<file path="config.mk">
export PLATFORM = sky130hd
export DESIGN_NAME = disk_cmd_regs
export DESIGN_NICKNAME = d
export VERILOG_FILES = /design/src/rtl/disk_cmd_pkg.sv /design/src/rtl/disk_cmd_decode.sv /design/src/rtl/disk_cmd_seq.sv /design/src/rtl/disk_cmd_regs.sv
export SDC_FILE = /design/constraint.sdc
export NUM_CORES = 1
export LEC_CHECK = 0
export BUFFER_PORTS_ARGS = -buffer_cell sky130_fd_sc_hd__buf_2
export CELL_PAD_IN_SITES_DETAIL_PLACEMENT = 0
export CELL_PAD_IN_SITES_GLOBAL_PLACEMENT = 2
export CORE_ASPECT_RATIO = 0.75
export CORE_MARGIN = 2
export CORE_UTILIZATION = 24
export CTS_CLUSTER_SIZE = 14
export DETAILED_ROUTE_END_ITERATION = 12
export PLACE_DENSITY_LB_ADDON = 0.1
export SYNTH_ARGS = -nofsm -noshare
export SYNTH_HDL_FRONTEND = slang
export SYNTH_HIERARCHICAL = 1
export SYNTH_SLANG_ARGS = --single-unit
</file>
<file path="constraint.sdc">
create_clock -name clk -period 1.4 [get_ports clk]
set_clock_uncertainty 0.15 [all_clocks]
set_input_delay 0 -clock clk [delete_from_list [all_inputs] [get_ports clk]]
set_output_delay 0 -clock clk [all_outputs]
set_load 0.05 [all_outputs]
</file>
<file path="src/rtl/disk_cmd_pkg.sv">
package disk_cmd_pkg;

    localparam logic [7:0] OP_DIAG       = 8'h90;
    localparam logic [7:0] OP_SET_PARAMS = 8'h91;

    localparam int ST_BUSY  = 7;
    localparam int ST_READY = 6;
    localparam int ST_SEEK  = 4;
    localparam int ST_ERR   = 0;
    localparam int ER_ABORT = 2;

    localparam logic [7:0] ERR_NONE_DIAG = 8'h01;
    localparam logic [7:0] ERR_CLEAR     = 8'h00;
    localparam logic [7:0] ERR_ABORTED   = 8'h04;

    typedef enum logic [1:0] {
        RES_DIAG  = 2'd0,
        RES_OK    = 2'd1,
        RES_ABORT = 2'd2
    } cmd_res_e;

endpackage

</file>
<file path="src/rtl/disk_cmd_decode.sv">
module disk_cmd_decode
    import disk_cmd_pkg::*;
(
    input  logic [7:0] opcode,
    input  logic       present,
    output cmd_res_e   result
);
    logic is_stub;

    always_comb begin
        is_stub = (opcode[7:4] == 4'h1)
               || (opcode[7:2] == 6'b0010_00)
               || (opcode[7:4] == 4'h7);
        if (opcode == OP_DIAG) begin
            result = RES_DIAG;
        end else if (opcode == OP_SET_PARAMS) begin
            result = RES_OK;
        end else if (is_stub && present) begin
            result = RES_OK;
        end else begin
            result = RES_ABORT;
        end
    end
endmodule

</file>
<file path="src/rtl/disk_cmd_seq.sv">
module disk_cmd_seq
    import disk_cmd_pkg::*;
#(
    parameter int BUSY_CYCLES = 2
) (
    input  logic       clk,
    input  logic       rst_n,
    input  logic       cmd_wr,
    input  cmd_res_e   res_in,
    output logic       busy_o,
    output logic       err_flag_o,
    output logic [7:0] error_o,
    output logic       irq_o
);
    localparam int CW = $clog2(BUSY_CYCLES + 1);
    localparam logic [CW-1:0] CNT_LOAD = CW'(BUSY_CYCLES - 1);

    typedef struct packed {
        logic          busy;
        logic [CW-1:0] cnt;
        cmd_res_e      res;
        logic [7:0]    err;
        logic          err_flag;
        logic          irq;
    } seq_t;

    seq_t s_q, s_d;

    always_comb begin
        s_d     = s_q;
        s_d.irq = 1'b0;
        if (!s_q.busy) begin
            if (cmd_wr) begin
                s_d.busy     = 1'b1;
                s_d.cnt      = CNT_LOAD;
                s_d.res      = res_in;
                s_d.err_flag = 1'b0;
            end
        end else if (s_q.cnt != '0) begin
            s_d.cnt = s_q.cnt - 1'b1;
        end else begin
            s_d.busy = 1'b0;
            s_d.irq  = 1'b1;
            unique case (s_q.res)
                RES_DIAG:  s_d.err = ERR_NONE_DIAG;
                RES_OK:    s_d.err = ERR_CLEAR;
                default:   s_d.err = ERR_ABORTED;
            endcase
            s_d.err_flag = (s_q.res == RES_ABORT);
        end
    end

    always_ff @(posedge clk or negedge rst_n) begin
        if (!rst_n) begin
            s_q.busy     <= 1'b0;
            s_q.cnt      <= '0;
            s_q.res      <= RES_DIAG;
            s_q.err      <= ERR_NONE_DIAG;
            s_q.err_flag <= 1'b0;
            s_q.irq      <= 1'b0;
        end else begin
            s_q <= s_d;
        end
    end

    assign busy_o     = s_q.busy;
    assign err_flag_o = s_q.err_flag;
    assign error_o    = s_q.err;
    assign irq_o      = s_q.irq;

    // interrupt only on the cycle busy has just dropped
    p_irq_after_busy_r4: assert property (@(posedge clk) disable iff (!rst_n)
        irq_o |-> ($past(busy_o) && !busy_o));
    // interrupt lasts a single cycle
    p_irq_single_r4: assert property (@(posedge clk) disable iff (!rst_n)
        irq_o |=> !irq_o);
    // busy starts only from a write seen while idle
    p_busy_start_r4: assert property (@(posedge clk) disable iff (!rst_n)
        $rose(busy_o) |-> ($past(cmd_wr) && !$past(busy_o)));
    // an abort result raises the error flag
    p_abort_flag_r9: assert property (@(posedge clk) disable iff (!rst_n)
        (irq_o && error_o == ERR_ABORTED) |-> err_flag_o);
endmodule

</file>
<file path="src/rtl/disk_cmd_regs.sv">
module disk_cmd_regs
    import disk_cmd_pkg::*;
#(
    parameter int BUSY_CYCLES = 2
) (
    input  logic       clk,
    input  logic       rst_n,
    input  logic       cmd_wr,
    input  logic [7:0] cmd_data,
    input  logic       drv_sel,
    input  logic       drv_ready,
    input  logic       drv_seek_done,
    output logic [7:0] status_o,
    output logic [7:0] error_o,
    output logic       irq_o
);
    logic     present;
    cmd_res_e res;
    logic     busy;
    logic     err_flag;

    assign present = !drv_sel && drv_ready;

    disk_cmd_decode u_decode (
        .opcode  (cmd_data),
        .present (present),
        .result  (res)
    );

    disk_cmd_seq #(.BUSY_CYCLES(BUSY_CYCLES)) u_seq (
        .clk        (clk),
        .rst_n      (rst_n),
        .cmd_wr     (cmd_wr),
        .res_in     (res),
        .busy_o     (busy),
        .err_flag_o (err_flag),
        .error_o    (error_o),
        .irq_o      (irq_o)
    );

    always_comb begin
        status_o = 8'h00;
        if (present) begin
            status_o[ST_BUSY]  = busy;
            status_o[ST_READY] = 1'b1;
            status_o[ST_SEEK]  = drv_seek_done;
            status_o[ST_ERR]   = err_flag;
        end
    end

    // second drive position never shows a drive
    p_drive2_blank_r3: assert property (@(posedge clk) disable iff (!rst_n)
        drv_sel |-> (status_o == 8'h00));
    // ready and seek-complete visible for selected drive 1
    p_ready_seen_r2: assert property (@(posedge clk) disable iff (!rst_n)
        (!drv_sel && drv_ready) |-> (status_o[ST_READY] && status_o[ST_SEEK] == drv_seek_done));
endmodule

</file>
* After elaboration in Yosys (flattened, before gate mapping)
Index checks and enable logic that the tools add are counted.
** Word-level totals
- Register bits after elaboration :: 10
- Output and inout port bits :: 17
- Memories kept :: 0
- Latch bits :: 0
- Memory bits (writable) :: 0
- Input bits :: 14
- Bits in read-only memories :: 0
** Operators by class
- Shift-type cells :: 0
- Bitwise operators :: 2
- $mul :: 0
- Add/sub/neg operators :: 1
- Divide/modulo/power cells :: 0
- Magnitude comparators :: 0
- Reduce and logical (&&, ||, !) cells :: 12
- Equality and inequality tests :: 9
- Multiplexer cells :: 15
** Operators by type and width (number)
- == test 8 bit (second input constant) :: 2
- 2-to-1 mux 2 bit :: 6
- AND reduction 2 bit :: 4
- == test 6 x 4 -> 1 bit (second input constant) :: 1
- 2-to-1 mux 1 bit :: 6
- one-hot mux 3 bit (2 select lines) :: 1
- 2-to-1 mux 5 bit :: 1
- == test 4 x 1 -> 1 bit (second input constant) :: 1
- == test 4 x 3 -> 1 bit (second input constant) :: 1
- != test 2 bit (second input constant) :: 2
- nonzero test 2 bit :: 2
- 2-to-1 mux 3 bit :: 1
- == test 2 x 1 -> 1 bit (second input constant) :: 1
- == test 2 bit (second input constant) :: 1
- logical AND 1 bit :: 2
- zero test 2 bit :: 1
- logical OR 1 bit :: 2
- NOT 1 bit :: 2
- subtractor 2 x 1 -> 2 bit (second input constant) :: 1
- zero test 1 bit :: 1

* Longest topological paths before layout
- Depth in word-level cells :: 9
- Depth in mapped cells :: 5

* By module
Netlist, hierarchy kept.
** Modules (own cells, without submodules)
- disk_cmd_seq :: cells an instance 42, area an instance 506.7 µm², times used 1
- disk_cmd_decode :: cells an instance 10, area an instance 82.6 µm², times used 1
- disk_cmd_regs :: cells an instance 10, area an instance 80.1 µm², times used 1

* Worst setup path before layout
OpenSTA, ideal clock, no wires.
- Kind :: register -> register
- Start :: register u_seq/s_q[12] (netlist bit)
- End :: register u_seq.s_q, in the netlist u_seq/error_o[2]
- Arrival :: 1.093 ns
- Cell stages (with the launch flop) :: 5
- Path slack :: 0.032 ns
- Period minus slack after synthesis :: 1.368 ns
- Cells stage by stage :: dfrtp_1 inv_1 ha_1 nand2_4 mux2_4
** Between the ends
- Cells in the longest elaborated chain, start to end :: 3
** Ends and longest elaborated chain
- from (decl) :: RTL line disk_cmd_seq.sv:27 : seq_t s_q, s_d;
- nonzero test 2 bit :: RTL line disk_cmd_seq.sv:39 : end else if (s_q.cnt != '0) begin
- NOT 1 bit (no source line)
- AND reduction 2 bit (no source line)
Every way passes these cells.
A chain may end at the register's enable or synchronous reset.

* Worst setup path after layout
- Start :: register u_seq/s_q[12] (netlist bit)
- End :: register, netlist name u_seq/err_flag_o
** Between the ends
- Cells in the longest elaborated chain, start to end :: 3
** Ends and longest elaborated chain (RTL line)
- nonzero test 2 bit :: disk_cmd_seq.sv:39
- != test 2 bit (no source line)
- AND reduction 2 bit (no source line)
Every way passes these cells.

==> results.cfg <==
[clock_tree]
worstSkewPairLatency_ps = 230
cts_tree = yes
cts.clk_slew.worst_paths_ps = 40
cts_max_path_buffers = 2
cts_root_buffer = clkbuf_8
cts.sink_count = 9
cts_htree_levels = 1
cts_buffers = 3

[drt]
num_vias = 452
drc_errors = 0
drt-total-wl_um = 1040
ant_nets = 0
drt_first_pass_iters = 3
via_per_inst = 3.74
drt_iter0_markers = 16
wire_per_inst_um = 8.56

[layout]
layout_commonest_cell = buf_2
num-fill-cells = 279
final_nets = 102
final_cell_mix = buf_2, conb_1, dfrtp_1, inv_1
area_growth_pct = 25.6
antenna_cells = 0
drive_gt1_share_pct = 51.8
final_util_pct = 32.1

[setup_path]
arrival_ps = 1280
start_kind = flop
cp.required_ps = 1370
endpoint_kind = flop
path_max_fanout = 2
setup.worst_path.class = flop to flop

[pwr]
leakage_nw = 0.429
ir_worst_vdd_v = 0.000435
powerDensity_nw_per_um2 = 1900

[floorplanning]
die_w_um = 65.0
start_util_pct = 25.5
die_height_um = 49.7
io_pins = 31
fp.dieArea_um2 = 3230
design.core.area_um2 = 2620
core.rowCount = 16

[synthesis]
synth_area_per_cell_um2 = 10.8
synth_seq_cells = 9
syn_area_um2 = 669
synthXorXnorAreaFrac_pct = 1.31
yosys.area_share.simple_pct = 20.7
synth_compound_area_share_pct = 11.4
yosysWarningCount = 6
synthAdderAreaFrac_pct = 3.74
syn_inst = 62
synth_top_family_by_area = simple AND/OR/NAND/NOR gates
yosys.cell_types.count = 29
ys_seq_area_share_pct = 33.8
synth_mux_area_share_pct = 9.35

[sta]
final.period_utilization_pct = 94.0
maxSlewViolCount = 0
fin_crit_ps = 1320
setup_viol = 0
timing.fmax_ghz = 0.760
finalHoldViolCount = 0
rsz0062_at_grt = no
setup_tns_ps = 0

[place]
io_buffers = 20
hpwl_um = 849
routabilityCongestion = 0.736

[global_route]
antenna_found_initial = 0
overflow = 0
grt_max_degree = 10
grtUsageTotal_pct = 7.59
grt_pass1_wl_um = 1810
grt_pass1_vias = 434

[worst_hold_path]
holdCritPathClass = input port to async pin

[run]
maxCapViolations = 0

[status]
outcome = finished, final reports clean
==> critical path, cell delays in order (launching register included) <==
cell and delay [ps]:
dfrtp_1 350, inv_2 60, buf_4 130, ha_1 200
nand3b_1 100, a2bb2o_4 210
==> power by group <==
group,switching [W],internal (W),total (W),leakage [nW]
combinational,0.000460,0.000364,0.000824,0.303
sequential,0.0000983,0.000381,0.000479,0.104
clock,0.0000932,0.000198,0.000291,0.0228
==> state kept, by name (all words and copies together), names as in the netlist <==
signal	flops
u_seq/busy_o	1
u_seq/err_flag_o	1
u_seq/error_o	2
u_seq/irq_o	1
u_seq/s_q	4
==> cells by family (layout without fill, tap and decap cells) <==
family | Yosys count | after routing
muxes | 5 | 5
adders and majority gates | 2 | 2
DFF | 9 | 9
other | 2 | 10
and+or+nand+nor | 17 | 17
buffers and inverters | 19 | 34
AOI/OAI and AO/OA | 7 | 7
xor gates and xnor gates | 1 | 1
==> repair_timing <==
item                                   4_1_cts  5_1_grt
endpoints found under the hold margin       10        0
hold buffers                                 2        0
gates cloned                                 0        0
setup endpoints to repair                    4        2
gates resized for setup                      2        2
setup buffers                                0        1
==> cells in the mapped netlist <==
cell type / n / area [um^2]
nor2b_1: 2 / 12.5
inv_1: 5 / 18.8
nand4b_1: 1 / 8.76
a2bb2o_4: 1 / 20.0
nor2_1: 2 / 7.51
dfrtp_1: 8 / 200
mux2i_1: 1 / 10.0
dfstp_2: 1 / 26.3
mux2_4: 2 / 30.0
o311ai_2: 1 / 16.3
a22oi_1: 1 / 7.51
nand2b_1: 2 / 12.5
and2_1: 1 / 6.26
o21ai_1: 1 / 5.00
nor4b_2: 1 / 15.0
nor3_1: 1 / 5.00
a21bo_2: 1 / 10.0
and2b_2: 1 / 8.76
nor2b_4: 1 / 13.8
conb_1: 2 / 7.51
xor2_1: 1 / 8.76
a21o_1: 1 / 7.51
a32o_1: 1 / 10.0
nand3b_1: 1 / 7.51
ha_1: 2 / 25.0
buf_4: 14 / 105
nand2_4: 1 / 11.3
and3b_2: 3 / 30.0
mux2_2: 2 / 22.5
==> metal layers <==
metal  up-vias  routed length [um]  part of all wire (%)  track usage (%)
li1        230                   -                     -                -
met1       202                 468                    45             8.72
met2        18                 481                    46             12.2
met3         2                  71                   6.9             3.42
met4         0                  14                   1.4             3.19
met5         -                   0                     0                0
==> metrics by stage <==
step                power (W)  area [um^2]  hold slack (ps)  instances  setup slack [ps]
finish                0.00159          841             3.57        121              84.4
global route          0.00171          841             31.7        121              30.7
CTS                   0.00157          823             7.74        120              22.3
detailed placement    0.00124          754             -285        114             -6.60
global placement      0.00126          754             -280        114              2.24
floorplan             0.00115          699             -446         70              31.6
==> path summary, 6_finish.rpt <==
check / end / depth (start not counted) / start / slack, ps
setup / recovery: u_seq/err_flag_o / 5 / u_seq/s_q[12] / 80
hold / removal: u_seq/s_q[11] / 2 / rst_n / 4
setup reg to reg: u_seq/err_flag_o / 5 / u_seq/s_q[12] / 80
hold reg to reg: u_seq/err_flag_o / 1 / u_seq/err_flag_o / 360
max in group asynchronous: u_seq/error_o[0] / 2 / rst_n / 850
min in group clk: u_seq/s_q[10] / 4 / cmd_data[0] / 20
==> cell type report <==
type / count / area, um^2 / area share (%)
multi-input combinational: 42 / 362 / 43.0
sequential: 9 / 228 / 27.1
inverter: 5 / 18.8 / 2.23
timing repair buffer: 25 / 143 / 17.0
tap: 36 / 45.0 / 5.36
clock buffer: 4 / 45.0 / 5.36
Note: power is estimated with default switching activity, not from simulation.
